===== config.mk =====
export PLATFORM = sky130hd
export DESIGN_NAME = mirror_reg_bank
export DESIGN_NICKNAME = d
export VERILOG_FILES = /design/src/rtl/mrb_pkg.sv /design/src/rtl/mrb_decode.sv /design/src/rtl/mrb_shadow.sv /design/src/rtl/mrb_gp_file.sv /design/src/rtl/mirror_reg_bank.sv
export SDC_FILE = /design/constraint.sdc
export NUM_CORES = 1
export LEC_CHECK = 0
export BUFFER_PORTS_ARGS = -buffer_cell sky130_fd_sc_hd__buf_2
export CAP_MARGIN = 15
export CELL_PAD_IN_SITES_DETAIL_PLACEMENT = 2
export CELL_PAD_IN_SITES_GLOBAL_PLACEMENT = 2
export CORE_UTILIZATION = 40
export CTS_BUF_LIST = sky130_fd_sc_hd__clkbuf_2 sky130_fd_sc_hd__clkbuf_4 sky130_fd_sc_hd__clkbuf_8
export CTS_CLUSTER_SIZE = 8
export DETAILED_ROUTE_END_ITERATION = 8
export GPL_ROUTABILITY_DRIVEN = 0
export PLACE_DENSITY_LB_ADDON = 0.1
export SYNTH_ARGS = -nofsm -noshare
export SYNTH_HDL_FRONTEND = slang
export SYNTH_SLANG_ARGS = --single-unit

===== constraint.sdc =====
create_clock -name clk -period 1.5 [get_ports clk]
set_clock_uncertainty 0.15 [all_clocks]
set_input_delay 0.375 -clock clk [delete_from_list [all_inputs] [get_ports clk]]
set_output_delay 0.375 -clock clk [all_outputs]
set_load 0.02 [all_outputs]

===== src/rtl/mrb_pkg.sv =====
package mrb_pkg;

   typedef enum logic [2:0] {
      K_NONE,
      K_COMMIT,
      K_SNAP,
      K_MIRROR,
      K_RW16,
      K_RW32,
      K_RO
   } kind_e;

   localparam int unsigned NUM_SHADOW = 5;
   localparam int unsigned SH_ACFG    = 0;
   localparam int unsigned SH_RATE    = 1;
   localparam int unsigned SH_ACQ     = 2;
   localparam int unsigned SH_SPI     = 3;
   localparam int unsigned SH_OPMODE  = 4;

   localparam int unsigned STRIDE_MIR  = 2;
   localparam int unsigned STRIDE_R16  = 2;
   localparam int unsigned STRIDE_R32  = 4;

   function automatic int unsigned max4(int unsigned a, int unsigned b,
                                        int unsigned c, int unsigned d);
      int unsigned m;
      m = a;
      if (b > m) m = b;
      if (c > m) m = c;
      if (d > m) m = d;
      return m;
   endfunction

endpackage


===== src/rtl/mrb_decode.sv =====
module mrb_decode
   import mrb_pkg::*;
#(
   parameter int unsigned ADDR_W     = 12,
   parameter int unsigned IDX_W      = 3,
   parameter int unsigned CMD_COMMIT = 32'h900,
   parameter int unsigned CMD_SNAP   = 32'hA00,
   parameter int unsigned MIR_BASE   = 32'h100,
   parameter int unsigned NUM_MIR    = 5,
   parameter int unsigned RW16_BASE  = 32'h200,
   parameter int unsigned NUM_RW16   = 4,
   parameter int unsigned RW32_BASE  = 32'h300,
   parameter int unsigned NUM_RW32   = 4,
   parameter int unsigned RO_BASE    = 32'h400,
   parameter int unsigned NUM_RO     = 2
) (
   input  logic [ADDR_W-1:0] addr,
   output kind_e             kind,
   output logic [IDX_W-1:0]  idx
);

   if (ADDR_W > 32) begin : g_bad_addr_w
      $error("mrb_decode: ADDR_W must not exceed 32");
   end
   if (CMD_COMMIT == CMD_SNAP) begin : g_bad_cmd
      $error("mrb_decode: command addresses must differ");
   end

   logic [31:0] a_w;
   assign a_w = 32'(addr);

   function automatic logic in_win(logic [31:0] a, int unsigned base,
                                   int unsigned n, int unsigned stride);
      return (a >= base) && (a < base + n * stride) &&
             (((a - base) % stride) == 0);
   endfunction

   function automatic logic [IDX_W-1:0] slot(logic [31:0] a, int unsigned base,
                                             int unsigned stride);
      return IDX_W'((a - base) / stride);
   endfunction

   always_comb begin
      kind = K_NONE;
      idx  = '0;
      if (a_w == CMD_COMMIT) begin
         kind = K_COMMIT;
      end else if (a_w == CMD_SNAP) begin
         kind = K_SNAP;
      end else if (in_win(a_w, MIR_BASE, NUM_MIR, STRIDE_MIR)) begin
         kind = K_MIRROR;
         idx  = slot(a_w, MIR_BASE, STRIDE_MIR);
      end else if (in_win(a_w, RW16_BASE, NUM_RW16, STRIDE_R16)) begin
         kind = K_RW16;
         idx  = slot(a_w, RW16_BASE, STRIDE_R16);
      end else if (in_win(a_w, RW32_BASE, NUM_RW32, STRIDE_R32)) begin
         kind = K_RW32;
         idx  = slot(a_w, RW32_BASE, STRIDE_R32);
      end else if (in_win(a_w, RO_BASE, NUM_RO, STRIDE_R32)) begin
         kind = K_RO;
         idx  = slot(a_w, RO_BASE, STRIDE_R32);
      end
   end

endmodule


===== src/rtl/mrb_shadow.sv =====
module mrb_shadow #(
   parameter int unsigned     MIR_W      = 16,
   parameter int unsigned     HW_W       = 16,
   parameter int unsigned     LSB        = 0,
   parameter bit              FIELD_ONLY = 1'b0,
   parameter logic [HW_W-1:0] RST        = '0
) (
   input  logic             clk,
   input  logic             rst_n,
   input  logic             host_we,
   input  logic [MIR_W-1:0] host_wdata,
   input  logic             commit,
   input  logic             snap,
   input  logic             hw_we,
   input  logic [HW_W-1:0]  hw_wdata,
   output logic [MIR_W-1:0] mirror_q,
   output logic [HW_W-1:0]  hw_q
);

   if (LSB + HW_W > MIR_W) begin : g_bad_field
      $error("mrb_shadow: field does not fit the mirror");
   end
   if (!FIELD_ONLY && LSB != 0) begin : g_bad_lsb
      $error("mrb_shadow: full-width pairs must start at bit 0");
   end

   localparam logic [MIR_W-1:0] MIR_RST = MIR_W'(RST) << LSB;

   logic [MIR_W-1:0] snap_val;

   if (FIELD_ONLY) begin : g_field
      always_comb begin
         snap_val              = mirror_q;
         snap_val[LSB +: HW_W] = hw_q;
      end
   end else begin : g_full
      assign snap_val = MIR_W'(hw_q);
   end

   always_ff @(posedge clk or negedge rst_n) begin
      if (!rst_n) begin
         mirror_q <= MIR_RST;
      end else if (snap) begin
         mirror_q <= snap_val;
      end else if (host_we) begin
         mirror_q <= host_wdata;
      end
   end

   always_ff @(posedge clk or negedge rst_n) begin
      if (!rst_n) begin
         hw_q <= RST;
      end else if (commit) begin
         hw_q <= mirror_q[LSB +: HW_W];
      end else if (hw_we) begin
         hw_q <= hw_wdata;
      end
   end

endmodule


===== src/rtl/mrb_gp_file.sv =====
module mrb_gp_file #(
   parameter int unsigned DATA_W   = 32,
   parameter int unsigned REG16_W  = 16,
   parameter int unsigned NUM_RW16 = 4,
   parameter int unsigned NUM_RW32 = 4,
   parameter int unsigned NUM_RO   = 2,
   parameter int unsigned IDX_W    = 3
) (
   input  logic                     clk,
   input  logic                     rst_n,
   input  logic                     we16,
   input  logic                     we32,
   input  logic [IDX_W-1:0]         idx,
   input  logic [DATA_W-1:0]        wdata,
   input  logic [NUM_RO*DATA_W-1:0] ro_status,
   output logic [DATA_W-1:0]        rd16,
   output logic [DATA_W-1:0]        rd32,
   output logic [DATA_W-1:0]        rdro
);

   if (REG16_W > DATA_W) begin : g_bad_w
      $error("mrb_gp_file: REG16_W exceeds DATA_W");
   end
   if (NUM_RW16 < 1 || NUM_RW32 < 1 || NUM_RO < 1) begin : g_bad_n
      $error("mrb_gp_file: every register group needs at least one entry");
   end

   logic [REG16_W-1:0] arr16 [NUM_RW16];
   logic [DATA_W-1:0]  arr32 [NUM_RW32];
   logic [DATA_W-1:0]  arrro [NUM_RO];

   for (genvar i = 0; i < NUM_RW16; i++) begin : g_r16
      logic [REG16_W-1:0] q;
      always_ff @(posedge clk or negedge rst_n) begin
         if (!rst_n) begin
            q <= '0;
         end else if (we16 && idx == IDX_W'(i)) begin
            q <= wdata[REG16_W-1:0];
         end
      end
      assign arr16[i] = q;
   end

   for (genvar i = 0; i < NUM_RW32; i++) begin : g_r32
      logic [DATA_W-1:0] q;
      always_ff @(posedge clk or negedge rst_n) begin
         if (!rst_n) begin
            q <= '0;
         end else if (we32 && idx == IDX_W'(i)) begin
            q <= wdata;
         end
      end
      assign arr32[i] = q;
   end

   for (genvar i = 0; i < NUM_RO; i++) begin : g_ro
      assign arrro[i] = ro_status[i*DATA_W +: DATA_W];
   end

   always_comb begin
      rd16 = '0;
      rd32 = '0;
      rdro = '0;
      for (int i = 0; i < NUM_RW16; i++) begin
         if (idx == IDX_W'(i)) rd16 = DATA_W'(arr16[i]);
      end
      for (int i = 0; i < NUM_RW32; i++) begin
         if (idx == IDX_W'(i)) rd32 = arr32[i];
      end
      for (int i = 0; i < NUM_RO; i++) begin
         if (idx == IDX_W'(i)) rdro = arrro[i];
      end
   end

endmodule


===== src/rtl/mirror_reg_bank.sv =====
module mirror_reg_bank
   import mrb_pkg::*;
#(
   parameter int unsigned  ADDR_W      = 12,
   parameter int unsigned  DATA_W      = 32,
   parameter int unsigned  MIR_W       = 16,
   parameter int unsigned  ACFG_W      = 16,
   parameter int unsigned  RATE_W      = 16,
   parameter int unsigned  ACQ_W       = 16,
   parameter int unsigned  SPICF_W     = 3,
   parameter int unsigned  OPMODE_BIT  = 4,
   parameter int unsigned  NUM_RW16    = 4,
   parameter int unsigned  NUM_RW32    = 4,
   parameter int unsigned  NUM_RO      = 2,
   parameter int unsigned  CMD_COMMIT  = 32'h900,
   parameter int unsigned  CMD_SNAP    = 32'hA00,
   parameter int unsigned  MIR_BASE    = 32'h100,
   parameter int unsigned  RW16_BASE   = 32'h200,
   parameter int unsigned  RW32_BASE   = 32'h300,
   parameter int unsigned  RO_BASE     = 32'h400,
   parameter logic [ACFG_W-1:0]  ACFG_RST  = 16'h0040,
   parameter logic [RATE_W-1:0]  RATE_RST  = 16'h0100,
   parameter logic [ACQ_W-1:0]   ACQ_RST   = 16'h0008,
   parameter logic [SPICF_W-1:0] SPICF_RST = 3'b000,
   parameter logic               EXTCLK_RST = 1'b0
) (
   input  logic                     clk,
   input  logic                     rst_n,
   input  logic [ADDR_W-1:0]        addr,
   input  logic                     wr_en,
   input  logic [DATA_W-1:0]        wr_data,
   input  logic                     rd_en,
   output logic [DATA_W-1:0]        rd_data,
   input  logic [NUM_SHADOW-1:0]    hw_we,
   input  logic [MIR_W-1:0]         hw_wdata,
   input  logic [NUM_RO*DATA_W-1:0] ro_status,
   output logic [ACFG_W-1:0]        adc_cfg,
   output logic [RATE_W-1:0]        adc_rate,
   output logic [ACQ_W-1:0]         adc_acq,
   output logic [SPICF_W-1:0]       spi_cfg,
   output logic                     ext_clk_sel,
   output logic                     spi_apply
);

   localparam int unsigned IDX_N = max4(NUM_SHADOW, NUM_RW16, NUM_RW32, NUM_RO);
   localparam int unsigned IDX_W = (IDX_N > 1) ? $clog2(IDX_N) : 1;

   if (MIR_W > DATA_W) begin : g_bad_mir
      $error("mirror_reg_bank: MIR_W exceeds DATA_W");
   end
   if (ACFG_W > MIR_W || RATE_W > MIR_W || ACQ_W > MIR_W || SPICF_W > MIR_W) begin : g_bad_hw
      $error("mirror_reg_bank: a hardware register is wider than its mirror");
   end
   if (OPMODE_BIT >= MIR_W) begin : g_bad_bit
      $error("mirror_reg_bank: OPMODE_BIT outside the mirror");
   end

   kind_e            kind;
   logic [IDX_W-1:0] idx;

   mrb_decode #(
      .ADDR_W    (ADDR_W),
      .IDX_W     (IDX_W),
      .CMD_COMMIT(CMD_COMMIT),
      .CMD_SNAP  (CMD_SNAP),
      .MIR_BASE  (MIR_BASE),
      .NUM_MIR   (NUM_SHADOW),
      .RW16_BASE (RW16_BASE),
      .NUM_RW16  (NUM_RW16),
      .RW32_BASE (RW32_BASE),
      .NUM_RW32  (NUM_RW32),
      .RO_BASE   (RO_BASE),
      .NUM_RO    (NUM_RO)
   ) u_decode (
      .addr(addr),
      .kind(kind),
      .idx (idx)
   );

   logic commit, snap;
   assign commit = rd_en && (kind == K_COMMIT);
   assign snap   = rd_en && (kind == K_SNAP);

   logic [NUM_SHADOW-1:0] mir_we;
   for (genvar i = 0; i < NUM_SHADOW; i++) begin : g_mir_we
      assign mir_we[i] = wr_en && (kind == K_MIRROR) && (idx == IDX_W'(i));
   end

   logic [MIR_W-1:0] mir_q [NUM_SHADOW];
   logic [0:0]       ext_q;

   mrb_shadow #(.MIR_W(MIR_W), .HW_W(ACFG_W), .LSB(0), .FIELD_ONLY(1'b0), .RST(ACFG_RST))
   u_sh_acfg (
      .clk(clk), .rst_n(rst_n),
      .host_we(mir_we[SH_ACFG]), .host_wdata(wr_data[MIR_W-1:0]),
      .commit(commit), .snap(snap),
      .hw_we(hw_we[SH_ACFG]), .hw_wdata(hw_wdata[ACFG_W-1:0]),
      .mirror_q(mir_q[SH_ACFG]), .hw_q(adc_cfg)
   );

   mrb_shadow #(.MIR_W(MIR_W), .HW_W(RATE_W), .LSB(0), .FIELD_ONLY(1'b0), .RST(RATE_RST))
   u_sh_rate (
      .clk(clk), .rst_n(rst_n),
      .host_we(mir_we[SH_RATE]), .host_wdata(wr_data[MIR_W-1:0]),
      .commit(commit), .snap(snap),
      .hw_we(hw_we[SH_RATE]), .hw_wdata(hw_wdata[RATE_W-1:0]),
      .mirror_q(mir_q[SH_RATE]), .hw_q(adc_rate)
   );

   mrb_shadow #(.MIR_W(MIR_W), .HW_W(ACQ_W), .LSB(0), .FIELD_ONLY(1'b0), .RST(ACQ_RST))
   u_sh_acq (
      .clk(clk), .rst_n(rst_n),
      .host_we(mir_we[SH_ACQ]), .host_wdata(wr_data[MIR_W-1:0]),
      .commit(commit), .snap(snap),
      .hw_we(hw_we[SH_ACQ]), .hw_wdata(hw_wdata[ACQ_W-1:0]),
      .mirror_q(mir_q[SH_ACQ]), .hw_q(adc_acq)
   );

   mrb_shadow #(.MIR_W(MIR_W), .HW_W(SPICF_W), .LSB(0), .FIELD_ONLY(1'b0), .RST(SPICF_RST))
   u_sh_spi (
      .clk(clk), .rst_n(rst_n),
      .host_we(mir_we[SH_SPI]), .host_wdata(wr_data[MIR_W-1:0]),
      .commit(commit), .snap(snap),
      .hw_we(hw_we[SH_SPI]), .hw_wdata(hw_wdata[SPICF_W-1:0]),
      .mirror_q(mir_q[SH_SPI]), .hw_q(spi_cfg)
   );

   mrb_shadow #(.MIR_W(MIR_W), .HW_W(1), .LSB(OPMODE_BIT), .FIELD_ONLY(1'b1), .RST(EXTCLK_RST))
   u_sh_opmode (
      .clk(clk), .rst_n(rst_n),
      .host_we(mir_we[SH_OPMODE]), .host_wdata(wr_data[MIR_W-1:0]),
      .commit(commit), .snap(snap),
      .hw_we(hw_we[SH_OPMODE]), .hw_wdata(hw_wdata[0:0]),
      .mirror_q(mir_q[SH_OPMODE]), .hw_q(ext_q)
   );

   assign ext_clk_sel = ext_q[0];

   logic [DATA_W-1:0] rd16, rd32, rdro;

   mrb_gp_file #(
      .DATA_W  (DATA_W),
      .REG16_W (16),
      .NUM_RW16(NUM_RW16),
      .NUM_RW32(NUM_RW32),
      .NUM_RO  (NUM_RO),
      .IDX_W   (IDX_W)
   ) u_gp (
      .clk      (clk),
      .rst_n    (rst_n),
      .we16     (wr_en && (kind == K_RW16)),
      .we32     (wr_en && (kind == K_RW32)),
      .idx      (idx),
      .wdata    (wr_data),
      .ro_status(ro_status),
      .rd16     (rd16),
      .rd32     (rd32),
      .rdro     (rdro)
   );

   logic [DATA_W-1:0] mir_rd;
   always_comb begin
      mir_rd = '0;
      for (int i = 0; i < NUM_SHADOW; i++) begin
         if (idx == IDX_W'(i)) mir_rd = DATA_W'(mir_q[i]);
      end
   end

   logic [DATA_W-1:0] rd_next;
   always_comb begin
      unique case (kind)
         K_MIRROR: rd_next = mir_rd;
         K_RW16:   rd_next = rd16;
         K_RW32:   rd_next = rd32;
         K_RO:     rd_next = rdro;
         default:  rd_next = '0;
      endcase
   end

   always_ff @(posedge clk or negedge rst_n) begin
      if (!rst_n) begin
         rd_data <= '0;
      end else if (rd_en) begin
         rd_data <= rd_next;
      end
   end

   always_ff @(posedge clk or negedge rst_n) begin
      if (!rst_n) begin
         spi_apply <= 1'b0;
      end else begin
         spi_apply <= commit;
      end
   end

endmodule


==> metrics.txt, run 1 <==
outcome stopped before the end; Fail Step global routing (5_1_grt); Run Error [ERROR GRT-0232] Routing congestion too high. Check the congestion heatmap in the GUI.; worst_ep grt rd_data[11]$_DFFE_PN0P_/D; register area share after synthesis 0.516; initial antenna violation count 12; worst slack, placed -1.70 ns; commonest cells in the netlist dfrtp_1, nand2_1, mux2i_1, mux2_2, a21oi_1; Die W between 200 and 250 um; Sink Count 357; Yosys reg bits 357; Synth Warn # 0; clk buf depth 3; Main synth FF type dfrtp_1; total CTS buffers 69; Yosys top cell by area dfrtp_1; Post-synth ARST share 1.00; most frequent cell after synthesis dfrtp_1; Port Buffer Count 217; largest net degree at the start of global routing 64; WEP type sequential cell input; CTS root buffer clkbuf_8; top cells by area, synth dfrtp_1, mux2_2, mux2i_1; io pins 218; global route overflow between 300 and 400; Final HPWL DP 46.3 mm; H-tree Lvls 3; GRT Util Overall 0.806; cell count after synthesis about 1600; Starting Density 0.409; top cell type's share of synthesized area 0.507; syn avg cell area 11.0 sq um; number of synthesized flops with an enable pin 0; synth unique cells 50; die height between 200 and 250 um; syn_nets roughly 1700; FP Rows 75; Post-Syn Area 17300 sq um
[layer usage]
layer	GRT overflow	GRT usage
met5	0	0.231
met4	133	0.824
met3	4	0.662
met2	167	0.960
met1	2	0.811
[metrics by stage]
stage,hold WS (ns),cell area [sq um],utilization,setup TNS (ns),instances
CTS,0.000111,23700,0.560,-227.76,2642
global placement,0.110,21000,0.497,-431.56,2433
detailed placement,0.106,21000,0.497,-466.29,2433
floorplan,-0.0706,17700,-,-381.31,1571
[repair_timing]
item,in CTS
hold buffers,73
endpoints found under the hold margin,492
setup endpoints to repair,442
pin swaps,26
buffers inserted,18
resized for setup,68
cloned,5
[kinds of logic after synthesis]
| kind of cell | count (synthesis) | share of synthesized area |
|---|---|---|
| compound gates | 276 | 0.0988 |
| xor+xnor | 1 | 0.000506 |
| buf+inv | 152 | 0.0397 |
| flops | 357 | 0.516 |
| mux | 391 | 0.240 |
| simple gates | 394 | 0.105 |
==> inputs of run 2 (changes only) <==
--- a/config.mk
+++ b/config.mk
@@ -7,14 +7,10 @@
 export LEC_CHECK = 0
 export BUFFER_PORTS_ARGS = -buffer_cell sky130_fd_sc_hd__buf_2
 export CAP_MARGIN = 15
-export CELL_PAD_IN_SITES_DETAIL_PLACEMENT = 2
-export CELL_PAD_IN_SITES_GLOBAL_PLACEMENT = 2
 export CORE_UTILIZATION = 40
-export CTS_BUF_LIST = sky130_fd_sc_hd__clkbuf_2 sky130_fd_sc_hd__clkbuf_4 sky130_fd_sc_hd__clkbuf_8
-export CTS_CLUSTER_SIZE = 8
 export DETAILED_ROUTE_END_ITERATION = 8
 export GPL_ROUTABILITY_DRIVEN = 0
-export PLACE_DENSITY_LB_ADDON = 0.1
+export PLACE_DENSITY_LB_ADDON = 0.15
 export SYNTH_ARGS = -nofsm -noshare
 export SYNTH_HDL_FRONTEND = slang
 export SYNTH_SLANG_ARGS = --single-unit
==> run 2 against run 1 <==
The flow now finishes, with violations (negative setup slack). Synthesized cell count did not move. Synthesized area stayed put.
==> metrics.txt, run 2 <==
die height 210 um; vias in the first global route 14370; syn avg cell area 11.0 sq um; most frequent cell after synthesis dfrtp_1; crit path buf inv count 4; Yosys reg bits 357; Top reg by flops u_gp.g_r32.q; GRT Util Overall 0.248; crit-path max cell delay 0.60 ns; worst skew pair latency 0.58 ns; outcome complete, but fails checks; Tcrit/Tclk final 1.56; Main synth FF type dfrtp_1; post-route cell area 25000 sq um; cell mode on critical path buf_6; Die W 210 um; Iter 0 DRT Violations 980; Final HPWL DP 37.1 mm; cell count after synthesis about 1600; total CTS buffers 41; worst hold path type primary input to flip-flop; global route overflow 0; commonest cells in the netlist dfrtp_1, nand2_1, mux2i_1, mux2_2, a21oi_1; Pleak 0.0119 uW; routed vias/inst around 5.5; WS Path Type primary input to flip-flop; max reg flops ~130; CP Data Required Time 1.78 ns; Final Hold Viols 0; Slowest-stage cell, CP or4_4; Fmax 0.428 GHz; CTS tree yes; Cell Pwr Density 872 nW/um^2; first-pass GRT wire length 84.1 mm; commonest non-fill, non-tap cell in the layout dfrtp_1; syn_nets 1704; Sink Count 357; critical path's top delay family simple AND/OR/NAND/NOR gates; worst slew pin tran 0.386 ns; placed cells 2409; layout cells sized above 1 0.440; critical path launch point type primary input; register area share after synthesis 0.516; # setup viols final 427; clock slew at reported path FFs 0.06 ns; MaxCap Viol Count 0; Starting Density 0.409; CTS root buffer clkbuf_16; crit path max fanout 6; Die Area 44100 sq um; drt pass-1 iters 6; Synth Warn # 0; Post-Syn Area 17300 sq um; Rel. slew slack 0.742; H-tree Lvls 2; worst path cell trace buf_8, or4_4, nor2_8, and4b_2, buf_6, buf_6, nand2_8, nor3_4, buf_6, mux2_4; Yosys top cell by area dfrtp_1; setup slack, reg-to-reg -0.05 ns; io pins approximately 220; Arrival @ worst endpoint 2.62 ns; number of remaining DRC errors 0; P&R area growth vs syn 44.6%; commonest cells after routing, fill and taps aside dfrtp_1, buf_2, mux2i_1, nand2_1, mux2_4; clk buf depth 3; remaining antenna violation count 0; number of synthesized flops with an enable pin 0; Post-synth ARST share 1.00; violated checks negative setup slack; initial antenna violation count 3; Critical Path End Type flip-flop; layout net count 2149; top cells by area, synth dfrtp_1, mux2_2, mux2i_1; vias after detailed routing roughly 14000; setup ws final -0.835 ns; VDD IR max 0.603 mV; Non-Filler Instances 2620; RSZ-0062 raised after global routing true; final slew viol count 0; top cell type's share of synthesized area 0.507; placed cell area 20600 sq um; FP Rows 75; total power about 22000 uW; synth unique cells 50; Final min period ~2.3 ns; Core Region 42300 sq um; largest net degree at the start of global routing 68; Port Buffer Count 217; biggest regs u_gp.g_r32.q (128), u_gp.g_r16.q (64), rd_data (32); DRT Wirelength 58.6 mm; Routed wire per std cell around 22 um
## run 2: per-layer routing
| metal | vias up | share of wire | global-route usage |
|---|---|---|---|
| met5 | - | 0.00039 | 0 |
| met3 | 104 | 0.047 | 0.0334 |
| met2 | 384 | 0.48 | 0.410 |
| met1 | 7425 | 0.45 | 0.339 |
| met4 | 4 | 0.026 | 0.0753 |
| li1 | 6494 | - | - |
## run 2: worst min-delay path: stages
cell	delay [ns]
buf_2	0.12
mux2i_1	0.14
a21oi_1	0.09
## run 2: report_power, final
part	internal, uW	switching [uW]
registers	9820	215
logic	697	969
clock network	6020	4120
## run 2: repair_timing
action | 4_1_cts | 5_1_grt
setup buffers | 22 | 43
gates resized for setup | 41 | 351
pin swaps | 21 | 72
endpoints found under the setup margin | 442 | 442
hold endpoints to repair | 436 | 0
hold buffers | 54 | 0
gates cloned | 5 | 25
## run 2: area by class of cell
class                      instances  area [sq um]
clock inverter                    10           135
sequential                       357          8940
clock buffer                      59          1190
fill                            3394         17300
antenna                            1          2.50
inverter                          27           101
tap                              577           722
timing repair buffer             526          4960
multi-input combinational       1063          8990
## run 2: path summary, 6_finish.rpt
check	depth (start not counted)	startpoint	end
setup reg to reg	4	u_gp.g_r32[0].q[5]	rd_data[5]
hold reg to reg	2	u_sh_opmode.mirror_q[14]	u_sh_opmode.mirror_q[14]
min in group asynchronous	2	rst_n	u_sh_rate.hw_q[14]
max in group asynchronous	3	rst_n	u_gp.g_r32[1].q[27]
hold / removal	3	hw_wdata[8]	u_sh_rate.hw_q[8]
setup / recovery	10	addr[4]	u_gp.g_r16[1].q[4]
## run 2: cells by family (layout without fill, tap and decap cells)
group                     Yosys count  in the layout  synth area share
xor gates and xnor gates            1              1          0.000506
and+or+nand+nor                   394            395             0.105
DFF                               357            357             0.516
other                               0              1                 0
muxes                             391            391             0.240
buffers and inverters             152            622            0.0397
AOI/OAI and AO/OA                 276            276            0.0988
## run 2: through the flow
step	util	hold slack [ns]	setup TNS, ns	setup slack (ns)
after detailed placement	0.488	0.0976	-469.17	-1.67
final	0.592	0.0149	-256.10	-0.835
after floorplan	-	-0.0706	-381.31	-1.18
after global placement	0.488	0.0952	-461.31	-1.62
after CTS	0.544	0.00124	-227.85	-0.736
after global routing	0.592	0.0241	-279.84	-0.865
Note: power is estimated with default switching activity, not from simulation.
